`src/rtl/rim_pkg.sv`:
```
package rim_pkg;
  localparam int CAT_W      = 3;
  localparam int ID_W       = 6;
  localparam int CORE_SLOTS = 8;
  localparam int PORT_SLOTS = 4;
  localparam int CORE_SEL_W = 2;

  typedef enum logic [CAT_W-1:0] {
    CAT_LINEFILL = 3'd0,
    CAT_NC       = 3'd1,
    CAT_WALK     = 3'd2,
    CAT_IFILL    = 3'd3,
    CAT_COH      = 3'd4,
    CAT_DVM      = 3'd5
  } cat_e;

  function automatic int cat_limit(logic [CAT_W-1:0] c);
    case (c)
      3'd0:    return 8;
      3'd1:    return 4;
      3'd2:    return 1;
      3'd3:    return 3;
      3'd4:    return 5;
      3'd5:    return 8;
      default: return 0;
    endcase
  endfunction
endpackage

```
`src/rtl/rim_slot_table.sv`:
```
module rim_slot_table
  import rim_pkg::*;
#(
  parameter int DEPTH     = 8,
  parameter bit CHECK_CAT = 1'b1,
  localparam int IDX_W    = (DEPTH > 1) ? $clog2(DEPTH) : 1,
  localparam int CNT_W    = $clog2(DEPTH + 1)
) (
  input  logic             clk_i,
  input  logic             rst_ni,
  input  logic [CAT_W-1:0] req_cat_i,
  input  logic             req_excl_i,
  output logic             can_admit_o,
  output logic [IDX_W-1:0] free_idx_o,
  input  logic             alloc_i,
  input  logic             alloc_two_i,
  input  logic [CAT_W-1:0] alloc_cat_i,
  input  logic             alloc_excl_i,
  input  logic             done_i,
  input  logic [IDX_W-1:0] done_idx_i
);
  logic [DEPTH-1:0] vld_q, two_q, ex_q;
  logic [CAT_W-1:0] cat_q [DEPTH];

  logic [CNT_W-1:0] total, same;
  logic             ex_any, found, cat_ok, excl_ok;

  always_comb begin
    total      = '0;
    same       = '0;
    ex_any     = 1'b0;
    found      = 1'b0;
    free_idx_o = '0;
    for (int i = 0; i < DEPTH; i++) begin
      if (vld_q[i]) begin
        total = total + 1'b1;
        if (cat_q[i] == req_cat_i) same = same + 1'b1;
        if (ex_q[i]) ex_any = 1'b1;
      end else if (!found) begin
        found      = 1'b1;
        free_idx_o = IDX_W'(i);
      end
    end
  end

  assign cat_ok  = !CHECK_CAT ||
                   ((req_cat_i <= CAT_DVM) && (int'(same) < cat_limit(req_cat_i)));
  assign excl_ok = !CHECK_CAT || !req_excl_i || !ex_any;
  assign can_admit_o = (int'(total) < DEPTH) && cat_ok && excl_ok;

  always_ff @(posedge clk_i or negedge rst_ni) begin
    if (!rst_ni) begin
      vld_q <= '0;
      two_q <= '0;
      ex_q  <= '0;
      for (int i = 0; i < DEPTH; i++) cat_q[i] <= '0;
    end else begin
      for (int i = 0; i < DEPTH; i++) begin
        if (alloc_i && free_idx_o == IDX_W'(i)) begin
          vld_q[i] <= 1'b1;
          two_q[i] <= alloc_two_i;
          ex_q[i]  <= alloc_excl_i;
          cat_q[i] <= alloc_cat_i;
        end else if (done_i && done_idx_i == IDX_W'(i) && vld_q[i]) begin
          // two-part entries need a second completion
          if (two_q[i]) begin
            two_q[i] <= 1'b0;
          end else begin
            vld_q[i] <= 1'b0;
            ex_q[i]  <= 1'b0;
          end
        end
      end
    end
  end
endmodule

```
`src/rtl/rim_rr_arb.sv`:
```
module rim_rr_arb #(
  parameter int N      = 5,
  localparam int PTR_W = (N > 1) ? $clog2(N) : 1
) (
  input  logic             clk_i,
  input  logic             rst_ni,
  input  logic [N-1:0]     req_i,
  input  logic             adv_i,
  output logic [N-1:0]     gnt_o,
  output logic             any_o
);
  logic [PTR_W-1:0] ptr_q, win;

  always_comb begin
    gnt_o = '0;
    any_o = 1'b0;
    win   = '0;
    for (int i = 0; i < N; i++) begin
      int j;
      j = int'(ptr_q) + i;
      if (j >= N) j = j - N;
      if (!any_o && req_i[j]) begin
        any_o    = 1'b1;
        gnt_o[j] = 1'b1;
        win      = PTR_W'(j);
      end
    end
  end

  always_ff @(posedge clk_i or negedge rst_ni) begin
    if (!rst_ni)    ptr_q <= '0;
    else if (adv_i) ptr_q <= (int'(win) == N - 1) ? '0 : win + 1'b1;
  end
endmodule

```
`src/rtl/rim_read_issue_mgr.sv`:
```
module rim_read_issue_mgr
  import rim_pkg::*;
#(
  parameter int NUM_CORES = 4,
  parameter bit HAS_PORT  = 1'b1
) (
  input  logic                       clk_i,
  input  logic                       rst_ni,
  input  logic [NUM_CORES-1:0]       core_req_valid_i,
  input  logic [NUM_CORES*CAT_W-1:0] core_req_cat_i,
  input  logic [NUM_CORES-1:0]       core_req_two_i,
  input  logic [NUM_CORES-1:0]       core_req_excl_i,
  output logic [NUM_CORES-1:0]       core_req_ready_o,
  input  logic                       port_req_valid_i,
  output logic                       port_req_ready_o,
  output logic                       ar_valid_o,
  input  logic                       ar_ready_i,
  output logic [ID_W-1:0]            ar_id_o,
  output logic [CAT_W-1:0]           ar_cat_o,
  output logic                       ar_second_o,
  input  logic                       rc_valid_i,
  input  logic [ID_W-1:0]            rc_id_i
);
  localparam int N_SRC   = NUM_CORES + (HAS_PORT ? 1 : 0);
  localparam int CIDX_W  = $clog2(CORE_SLOTS);
  localparam int PIDX_W  = $clog2(PORT_SLOTS);

  logic [N_SRC-1:0] src_elig, src_gnt, src_two;
  logic [ID_W-1:0]  src_id  [N_SRC];
  logic [CAT_W-1:0] src_cat [N_SRC];
  logic             any_elig, issue_new;
  logic             lock_q;
  logic [ID_W-1:0]  lock_id_q;
  logic [ID_W-1:0]  win_id;
  logic [CAT_W-1:0] win_cat;
  logic             win_two;

  for (genvar c = 0; c < NUM_CORES; c++) begin : g_core
    logic [CIDX_W-1:0] fidx;
    logic              adm, done;
    logic [CAT_W-1:0]  cat;

    assign cat  = core_req_cat_i[c*CAT_W +: CAT_W];
    assign done = rc_valid_i && !rc_id_i[ID_W-1] &&
                  (rc_id_i[ID_W-2 -: CORE_SEL_W] == CORE_SEL_W'(c));

    rim_slot_table #(.DEPTH(CORE_SLOTS), .CHECK_CAT(1'b1)) u_slots (
      .clk_i        (clk_i),
      .rst_ni       (rst_ni),
      .req_cat_i    (cat),
      .req_excl_i   (core_req_excl_i[c]),
      .can_admit_o  (adm),
      .free_idx_o   (fidx),
      .alloc_i      (issue_new && src_gnt[c]),
      .alloc_two_i  (src_two[c]),
      .alloc_cat_i  (cat),
      .alloc_excl_i (core_req_excl_i[c]),
      .done_i       (done),
      .done_idx_i   (rc_id_i[CIDX_W-1:0])
    );

    assign src_elig[c]      = core_req_valid_i[c] && adm;
    assign src_two[c]       = core_req_two_i[c] && (cat == CAT_DVM);
    assign src_id[c]        = {1'b0, CORE_SEL_W'(c), fidx};
    assign src_cat[c]       = cat;
    assign core_req_ready_o[c] = issue_new && src_gnt[c];
  end

  if (HAS_PORT) begin : g_port
    logic [PIDX_W-1:0] fidx;
    logic              adm, done;

    assign done = rc_valid_i && rc_id_i[ID_W-1] &&
                  (rc_id_i[ID_W-2:PIDX_W] == '0);

    rim_slot_table #(.DEPTH(PORT_SLOTS), .CHECK_CAT(1'b0)) u_slots (
      .clk_i        (clk_i),
      .rst_ni       (rst_ni),
      .req_cat_i    (CAT_LINEFILL),
      .req_excl_i   (1'b0),
      .can_admit_o  (adm),
      .free_idx_o   (fidx),
      .alloc_i      (issue_new && src_gnt[NUM_CORES]),
      .alloc_two_i  (1'b0),
      .alloc_cat_i  (CAT_LINEFILL),
      .alloc_excl_i (1'b0),
      .done_i       (done),
      .done_idx_i   (rc_id_i[PIDX_W-1:0])
    );

    assign src_elig[NUM_CORES] = port_req_valid_i && adm;
    assign src_two[NUM_CORES]  = 1'b0;
    assign src_id[NUM_CORES]   = {1'b1, (ID_W-1-PIDX_W)'(0), fidx};
    assign src_cat[NUM_CORES]  = CAT_LINEFILL;
    assign port_req_ready_o    = issue_new && src_gnt[NUM_CORES];
  end else begin : g_no_port
    assign port_req_ready_o = 1'b0;
  end

  rim_rr_arb #(.N(N_SRC)) u_arb (
    .clk_i  (clk_i),
    .rst_ni (rst_ni),
    .req_i  (src_elig & {N_SRC{!lock_q}}),
    .adv_i  (issue_new),
    .gnt_o  (src_gnt),
    .any_o  (any_elig)
  );

  always_comb begin
    win_id  = '0;
    win_cat = '0;
    win_two = 1'b0;
    for (int s = 0; s < N_SRC; s++) begin
      if (src_gnt[s]) begin
        win_id  = win_id  | src_id[s];
        win_cat = win_cat | src_cat[s];
        win_two = win_two | src_two[s];
      end
    end
  end

  assign issue_new   = !lock_q && any_elig && ar_ready_i;
  assign ar_valid_o  = lock_q || any_elig;
  assign ar_id_o     = lock_q ? lock_id_q : win_id;
  assign ar_cat_o    = lock_q ? CAT_DVM : win_cat;
  assign ar_second_o = lock_q;

  always_ff @(posedge clk_i or negedge rst_ni) begin
    if (!rst_ni) begin
      lock_q    <= 1'b0;
      lock_id_q <= '0;
    end else if (lock_q) begin
      if (ar_ready_i) lock_q <= 1'b0;
    end else if (issue_new && win_two) begin
      lock_q    <= 1'b1;
      lock_id_q <= win_id;
    end
  end
endmodule

```
`config.mk`:
```
export PLATFORM = sky130hd
export DESIGN_NAME = rim_read_issue_mgr
export DESIGN_NICKNAME = d
export VERILOG_FILES = /design/src/rtl/rim_pkg.sv /design/src/rtl/rim_slot_table.sv /design/src/rtl/rim_rr_arb.sv /design/src/rtl/rim_read_issue_mgr.sv
export SDC_FILE = /design/constraint.sdc
export NUM_CORES = 1
export LEC_CHECK = 0
export BUFFER_PORTS_ARGS = -buffer_cell sky130_fd_sc_hd__buf_4
export CAP_MARGIN = 20
export CORE_MARGIN = 1.5
export CORE_UTILIZATION = 65
export CTS_BUF_LIST = sky130_fd_sc_hd__clkbuf_4 sky130_fd_sc_hd__clkbuf_8
export CTS_CLUSTER_SIZE = 28
export DETAILED_ROUTE_END_ITERATION = 8
export GPL_TIMING_DRIVEN = 0
export PLACE_DENSITY_LB_ADDON = 0.2
export REMOVE_ABC_BUFFERS = 1
export SLEW_MARGIN = 10
export SYNTH_ARGS = -nofsm -noshare
export SYNTH_HDL_FRONTEND = slang
export SYNTH_HIERARCHICAL = 1
export SYNTH_SLANG_ARGS = --single-unit
```
`constraint.sdc`:
```
create_clock -name clk_i -period 24 [get_ports clk_i]
set_input_delay 2.4 -clock clk_i [delete_from_list [all_inputs] [get_ports clk_i]]
set_output_delay 2.4 -clock clk_i [all_outputs]
set_load 0.1 [all_outputs]
```
## Word-level counts from Yosys, hierarchy flattened

Index checks and enable logic that the tools add are counted.

| operators by class | value |
|---|---|
| add/subtract/negate cells | 69 |
| magnitude comparators | 28 |
| equality and inequality tests | 133 |
| mux-type cells | 537 |
| bitwise logic cells | 16 |
| reduce and logical (&&, ||, !) cells | 262 |

Operator list:

| cell | count |
|---|---|
| 2-to-1 mux 1 bit | 352 |
| 2-to-1 mux 4 bit | 85 |
| 2-to-1 mux 3 bit | 67 |
| adder 4 x 1 -> 4 bit (second input constant) | 48 |
| greater-or-equal comparator 32 x 1 -> 1 bit (second input constant) | 5 |
| < comparator 32 x 5 -> 1 bit (second input constant) | 5 |
| 2-to-1 mux 32 bit | 5 |
| logical AND 1 bit | 153 |
| greater-or-equal comparator 32 x 4 -> 1 bit (second input constant) | 4 |
| subtractor 32 x 4 -> 32 bit (second input constant) | 4 |
| == test 3 bit | 32 |
| == test 3 bit (second input constant) | 29 |
| case mux 4 bit (5 select lines) | 4 |
| AND reduction 2 bit | 37 |
| != test 2 bit (second input constant) | 36 |
| nonzero test 2 bit | 36 |
| == test 3 x 2 -> 1 bit (second input constant) | 18 |
| logical NOT 3 bit | 10 |
| == test 3 x 1 -> 1 bit (second input constant) | 9 |
| 2-to-1 mux 5 bit | 5 |
| 2-to-1 mux 6 bit | 4 |
| OR 5 bit | 4 |
| adder 1 x 1 -> 2 bit (second input constant) | 9 |
| < comparator 4 bit | 4 |
| 25 further kinds | 80 |

| word-level totals | value |
|---|---|
| register bits after elaboration | 210 |
| bits of input ports | 35 |
| output and inout port bits | 16 |
| logic and storage cells | 1184 |

## Logic depth before layout (Yosys ltp)

| logic depth | value |
|---|---|
| depth after elaboration | 56 |
| gate-level depth with buffers | 46 |
| mapped depth without buffers | 42 |

## By module

Netlist, hierarchy kept.

Modules (own cells, without submodules):

| module | times used | cells each | area an instance (um2) | seq. area each (um2) |
|---|---|---|---|---|
| rim_slot_table at g_core[0].u_slots ... | 3 | 380 | 3595.9 | 1201.2 |
| rim_slot_table at g_core[3].u_slots | 1 | 381 | 3569.7 | 1201.2 |
| rim_rr_arb | 1 | 251 | 1886.8 | 75.1 |
| rim_read_issue_mgr | 1 | 87 | 713.2 | 175.2 |
| rim_slot_table at g_port.u_slots | 1 | 49 | 510.5 | 200.2 |

## Worst setup path after synthesis

OpenSTA, ideal clock, no wires.

| path | value |
|---|---|
| kind | input to output |
| from | in core_req_cat_i[10] |
| to | out ar_cat_o[1] |
| data arrival time | 11.132 ns |
| required time | 21.600 ns |
| path slack | 10.468 ns |
| cell stages on the path | 39 |
| buffers on the path | 2 |
| cell sequence | buf_2 > buf_2 > xor2_1 > nor3_1 > ha_1 > nand2_1 > o41ai_4 > ha_1 > nand2_1 > or4_1 > and2_1 > inv_1 > xnor2_1 > ha_1 > xnor2_1 > a22oi_1 > xnor2_1 > a2bb2oi_1 > [3 not listed] > xnor2_1 > and2_1 > a21oi_1 > nand3_1 > ha_1 > a21o_1 > a221oi_1 > nand3_1 > nor2_1 > nand2_1 > nor2_1 > mux2i_1 > o32ai_2 > or3b_2 > o221a_2 > o311ai_1 > a22oi_1 > a21oi_1 |

| between the ends | value |
|---|---|
| cells in the longest elaborated chain, start to end | 54 |
| elaborated cells between the ends (all ways) | 90 |
| classes of those cells | add/sub: 7; order compare: 2; eq/ne: 13; mux: 46; bitwise: 8; reduce/logical: 14 |

RTL lines:

| element | line | source |
|---|---|---|
| from (decl) | rim_read_issue_mgr.sv:10 | `input logic [NUM_CORES*CAT_W-1:0] core_req_cat_i,` |
| == test 3 bit | rim_slot_table.sv:37 | `if (cat_q[i] == req_cat_i) same = same + 1'b1;` |
| 2-to-1 mux 1 bit | rim_slot_table.sv:37 |  |
| 2-to-1 mux 1 bit | rim_slot_table.sv:35 | `if (vld_q[i]) begin` |
| adder 1 x 1 -> 2 bit | rim_slot_table.sv:37 |  |
| 2-to-1 mux 4 bit | rim_slot_table.sv:37 |  |
| 2-to-1 mux 4 bit | rim_slot_table.sv:35 |  |
| adder 4 x 1 -> 4 bit | rim_slot_table.sv:37 |  |
| 2-to-1 mux 4 bit | rim_slot_table.sv:37 |  |
| [20 not listed] | - |  |
| via g_core[3].adm | rim_read_issue_mgr.sv:40 | `logic adm, done;` |
| [18 not listed] | - |  |
| via src_gnt[0] | rim_read_issue_mgr.sv:28 | `logic [N_SRC-1:0] src_elig, src_gnt, src_two;` |
| 2-to-1 mux 3 bit (*) | rim_read_issue_mgr.sv:114 | `if (src_gnt[s]) begin` |
| OR 3 bit | rim_read_issue_mgr.sv:116 | `win_cat = win_cat \| src_cat[s];` |
| 2-to-1 mux 3 bit (*) | rim_read_issue_mgr.sv:114 |  |
| OR 3 bit | rim_read_issue_mgr.sv:116 |  |
| 2-to-1 mux 3 bit (*) | rim_read_issue_mgr.sv:114 |  |
| OR 3 bit | rim_read_issue_mgr.sv:116 |  |
| 2-to-1 mux 3 bit (*) | rim_read_issue_mgr.sv:114 |  |
| 2-to-1 mux 3 bit (*) | rim_read_issue_mgr.sv:125 | `assign ar_cat_o = lock_q ? CAT_DVM : win_cat;` |
| to (decl) | rim_read_issue_mgr.sv:19 | `output logic [CAT_W-1:0] ar_cat_o,` |

The timed path passes the listed nets; every way through them passes the cells marked *. The select of a mux whose other input is x is not followed.

## Worst setup path after layout

| path | value |
|---|---|
| from | in core_req_cat_i[8] |
| to | out ar_cat_o[1] |

| between the ends | value |
|---|---|
| elaborated cells between the ends (all ways) | 90 |
| classes of those cells | add/sub: 7; order compare: 2; eq/ne: 13; mux: 46; bitwise: 8; reduce/logical: 14 |

RTL lines:

| element | line | source |
|---|---|---|
| == test 3 bit | rim_slot_table.sv:37 |  |
| 2-to-1 mux 1 bit | rim_slot_table.sv:37 |  |
| 2-to-1 mux 1 bit | rim_slot_table.sv:35 |  |
| adder 1 x 1 -> 2 bit | rim_slot_table.sv:37 |  |
| 2-to-1 mux 4 bit | rim_slot_table.sv:37 |  |
| 2-to-1 mux 4 bit | rim_slot_table.sv:35 |  |
| adder 4 x 1 -> 4 bit | rim_slot_table.sv:37 |  |
| 2-to-1 mux 4 bit | rim_slot_table.sv:37 |  |
| [20 not listed] | - |  |
| via g_core[2].adm | rim_read_issue_mgr.sv:40 |  |
| [13 not listed] | - |  |
| logical AND 1 bit | rim_rr_arb.sv:22 | `if (!any_o && req_i[j]) begin` |
| 2-to-1 mux 1 bit | rim_rr_arb.sv:22 |  |
| logical NOT 1 bit | rim_rr_arb.sv:22 |  |
| logical AND 1 bit | rim_rr_arb.sv:22 |  |
| 2-to-1 mux 5 bit (*) | rim_rr_arb.sv:22 |  |
| via src_gnt[3] | rim_read_issue_mgr.sv:28 |  |
| 2-to-1 mux 3 bit (*) | rim_read_issue_mgr.sv:114 |  |
| 2-to-1 mux 3 bit (*) | rim_read_issue_mgr.sv:125 |  |

Marks and branches as above.

==> tab_implementation.tex <==
\begin{tabular}{lr}
\hline
Metric & Value \\
\hline
\multicolumn{2}{l}{\textbf{Outcome}} \\
\quad Result of the run & finished, final reports clean \\
\multicolumn{2}{l}{\textbf{Detailed routing}} \\
\quad Number of iterations in the first detailed-routing pass & 7 \\
\quad DRC violation count after routing & 0 \\
\quad Number of vias per cell after detailed routing & 6.41 \\
\quad Initial detailed-routing violation count & around 1100 \\
\quad Routed Antenna Nets & 0 \\
\quad Via count & around 15000 \\
\quad Routed length per instance & 18.7 um \\
\quad Total detailed-routing wirelength & 42900 um \\
\multicolumn{2}{l}{\textbf{Logic synthesis}} \\
\quad Ys flop type & sky130\_fd\_sc\_hd\_\_dfrtp\_1 \\
\quad Netlist cell types & about 120 \\
\quad Cell Area, Synth & about 17000 um\^{}2 \\
\quad Number of flops mapped to enable cells by yosys & 0 \\
\quad Largest cells by area after synthesis & sky130\_fd\_sc\_hd\_\_dfrtp\_1, sky130\_fd\_sc\_hd\_\_mux2\_2, sky130\_fd\_sc\_hd\_\_ha\_1, sky130\_fd\_sc\_hd\_\_nand2\_1, sky130\_fd\_sc\_hd\_\_xor2\_1 \\
\quad Share of the synthesized area in the top cell type & 0.301 \\
\quad Cell count after synthesis & 1908 \\
\quad Syn\_area\_per\_cell & around 9.2 um\^{}2 \\
\quad Library cell occupying the most area in the post-synthesis netlist & sky130\_fd\_sc\_hd\_\_dfrtp\_1 \\
\quad FFs w/ async S/R, synth & 1.00 \\
\quad Synth Register Bits & 210 \\
\quad Sequential share of the synthesized area & 0.301 \\
\quad Number of warnings reported in the yosys synthesis log & 6 \\
\multicolumn{2}{l}{\textbf{Final layout}} \\
\quad Antenna diode count & 0 \\
\quad Combined area of the multi-input logic cells & approximately 12000 um\^{}2 \\
\quad Relative area change from synthesis to final layout & 7.87\% \\
\quad Fillers & between 1500 and 2000 \\
\quad Post-route core utilization & 0.719 \\
\quad Final Net Count & 2057 \\
\quad Total area of sequential cells & 5260 um\^{}2 \\
\quad Share of final-layout standard cells stronger than drive strength 1 & 0.159 \\
\multicolumn{2}{l}{\textbf{Critical path}} \\
\quad Worst setup endpoint & ar\_cat\_o[1] \\
\quad Cell with the biggest individual delay on the critical path & sky130\_fd\_sc\_hd\_\_o311ai\_2 \\
\quad Kind of end point of the critical path & output pin \\
\quad Total stage count of the critical path & 38 \\
\quad Worst path required time & 21600 ps \\
\quad Type of origin of the critical path & primary input \\
\quad Number of buffers and inverters on the critical path & 3 \\
\quad Maximum net fanout on the critical path & 22 \\
\quad Endpoint of the most critical register-to-register path & g\_core[3].u\_slots/cat\_q[12]\$\_DFFE\_PN0P\_ \\
\quad Delay of the slowest cell on the worst path & 930 ps \\
\quad Crit. Startpoint & core\_req\_cat\_i[8] \\
\quad Arrival time reported for the critical path endpoint & 12470 ps \\
\quad Cell depth of the worst flop-to-flop path & 38 \\
\quad Critical register-to-register path startpoint & g\_core[2].u\_slots/vld\_q[0]\$\_DFFE\_PN0P\_ \\
\quad Kind of critical path & primary input to output pin \\
\quad Setup slack of the worst register-to-register path & 12850 ps \\
\quad CP most frequent cell & sky130\_fd\_sc\_hd\_\_ha\_1 \\
\quad Gate family responsible for the most delay along the worst path & compound AO/OA/AOI/OAI gates \\
\multicolumn{2}{l}{\textbf{Clock tree}} \\
\quad Clock transition at the registers of the reported paths & 60 ps \\
\quad Number of CTS-inserted buffers & 37 \\
\quad TritonCTS Sinks & 210 \\
\quad CTS tree & done \\
\quad Clock tree buffer depth & 3 \\
\quad H-tree depth & 2 \\
\quad Post CTS Setup Buffer Count & 0 \\
\quad Number of resized instances in the post-cts repair step & 0 \\
\quad Clock latency at the later pin of the worst-skew pair & 560 ps \\
\quad CTS root buffer & sky130\_fd\_sc\_hd\_\_clkbuf\_8 \\
\quad CTS hold repair buffers & 0 \\
\multicolumn{2}{l}{\textbf{GRT}} \\
\quad Remaining global-route overflow & 0 \\
\quad Number of antenna violations at the first check in global routing & 0 \\
\quad Largest net degree at the start of global routing & 110 \\
\quad Wire length of the first global-routing pass & 71500 um \\
\quad Total global-route track usage & 0.310 \\
\quad Vias in the first global route & 14456 \\
\multicolumn{2}{l}{\textbf{STA}} \\
\quad Final worst path period need & 14870 ps \\
\quad Number of endpoints failing setup at the final stage & 0 \\
\quad Part of the cycle the worst path needs & 0.619 \\
\quad Hold Violations, Final & 0 \\
\quad Max Clock Skew & 35.4 ps \\
\quad Max transition margin & 0.276 \\
\quad Total negative slack for setup checks & 0 ps \\
\quad Worst Tran Pin Value & 1080 ps \\
\quad Setup repair after global routing missed its margin & false \\
\quad Fmax & 0.0673 GHz \\
\quad Max-slew violation total from the final report & 0 \\
\multicolumn{2}{l}{\textbf{Die}} \\
\quad Initial Util & 0.667 \\
\quad Core ar. & 26200 um\^{}2 \\
\quad Overall die area & 27900 um\^{}2 \\
\quad Die Span X & approximately 170 um \\
\quad Row count & 59 \\
\quad Vertical die dimension & 167 um \\
\quad Ports placed on the boundary & between 50 and 60 \\
\multicolumn{2}{l}{\textbf{Placed design}} \\
\quad Placed wire-length estimate & 30600 um \\
\quad Input/output buffers & 50 \\
\quad Placer congestion estimate & 0.897 \\
\multicolumn{2}{l}{\textbf{Min path}} \\
\quad Path category of the worst min-delay check & flip-flop to flip-flop \\
\quad Worst Min Path Start & g\_core[3].u\_slots/cat\_q[9]\$\_DFFE\_PN0P\_ \\
\multicolumn{2}{l}{\textbf{Power}} \\
\quad Max VDD drop & 0.0000855 V \\
\quad Reported leakage power & 0.00845 uW \\
\quad Pwr/cell area & $\sim$130 nW/um\^{}2 \\
\multicolumn{2}{l}{\textbf{Flow run}} \\
\quad Max-Cap Viols & 0 \\
\hline
\end{tabular}
==> layout by cell type, fill, tap and decap left out, drive strengths merged, types with 23 or more instances in the layout <==
cell,instances
a21oi,45
a22oi,32
buf,54
clkbuf,60
dfrtp,210
ha,82
inv,96
mux2,102
mux2i,27
nand2,246
nand2b,50
nand3,66
nand4,40
nor2,65
nor3,49
nor4,26
o211ai,23
o21ai,167
xnor2,87
xor2,108
==> layout make-up <==
cell class,count,area share
clock inverters,6,0.00478
multi-input cells,1541,0.611
flip-flops and latches,210,0.279
inverters,94,0.0189
well taps,335,0.0222
clock buffers,59,0.0398
repair buffers,55,0.0240
==> flip-flops by register name (all words and copies together), names as in the netlist <==
register and flops:
lock_id_q 6, ar_second_o 1, g_port.u_slots/two_q 4, g_core.u_slots/two_q 32, g_port.u_slots/vld_q 4, u_arb/ptr_q 3
g_core.u_slots/cat_q 96, g_core.u_slots/vld_q 32, g_core.u_slots/ex_q 32
==> worst min-delay path by stage <==
stage | to | cells after the start
6_report | g_core[3].u_slots/cat_q[9]$_DFFE_PN0P_ | 2
5_1_grt | g_core[3].u_slots/cat_q[10]$_DFFE_PN0P_ | 2
4_1_cts | g_core[3].u_slots/cat_q[9]$_DFFE_PN0P_ | 2
3_5_place_dp | g_core[3].u_slots/cat_q[9]$_DFFE_PN0P_ | 2
3_3_place_gp | g_port.u_slots/vld_q[1]$_DFFE_PN0P_ | 2
2_1_floorplan | g_core[0].u_slots/cat_q[10]$_DFFE_PN0P_ | 2
==> worst register-to-register path: cells and delay by family, from the launching register on <==
| family | cells | cell delay [ps] |
|---|---|---|
| mux | 1 | 420 |
| buf+inv | 2 | 250 |
| compound gates | 13 | 4170 |
| simple gates | 14 | 3620 |
| xor+xnor | 3 | 650 |
| flops | 1 | 490 |
| fa+ha+maj | 5 | 1410 |
==> cells by family after synthesis <==
group | count (synthesis) | share of synthesized area
AO/OA/AOI/OAI | 415 | 0.162
XOR/XNOR | 212 | 0.130
adder cells (fa/ha/maj) | 84 | 0.0605
buffers and inverters | 157 | 0.0426
flip-flops | 210 | 0.301
multiplexers | 129 | 0.0828
other | 1 | 0.000215
AND/OR/NAND/NOR | 700 | 0.221
==> cells in the mapped netlist (all sizes together), types with 19 or more instances <==
library cell / number
a21oi: 45
a22oi: 32
and2: 19
buf: 28
clkbuf: 35
dfrtp: 210
ha: 82
inv: 94
mux2: 102
mux2i: 27
nand2: 246
nand2b: 50
nand3: 66
nand4: 40
nor2: 65
nor3: 49
nor4: 26
nor4b: 19
o211ai: 23
o21ai: 167
xnor2: 87
xor2: 108
==> report_power, final <==
group | internal [uW] | switching (uW) | total [uW]
combinational | 522 | 1020 | 1540
clock | 220 | 155 | 375
sequential | 415 | 79.2 | 494
==> stage by stage <==
| step | cell area [um^2] | hold WS (ps) | total power [uW] | std cells | setup slack [ps] |
|---|---|---|---|---|---|
| 2_1_floorplan | 17100 | 465 | 1650 | 1845 | 10180 |
| 3_3_place_gp | 17900 | 481 | 1960 | 2230 | 8580 |
| 3_5_place_dp | 18000 | 484 | 2010 | 2234 | 9210 |
| 4_1_cts | 18800 | 499 | 2400 | 2299 | 9170 |
| 5_1_grt | 18800 | 528 | 2560 | 2300 | 8520 |
| 6_report | 18800 | 500 | 2410 | 2300 | 9130 |
==> layer usage <==
layer	vias up	global-route usage	routed length, um
met2	468	0.528	20800
li1	6984	-	-
met4	0	0.113	1400
met5	-	0	0
met1	7176	0.406	18200
met3	108	0.0394	2550
(Power assumes the default switching activity.)
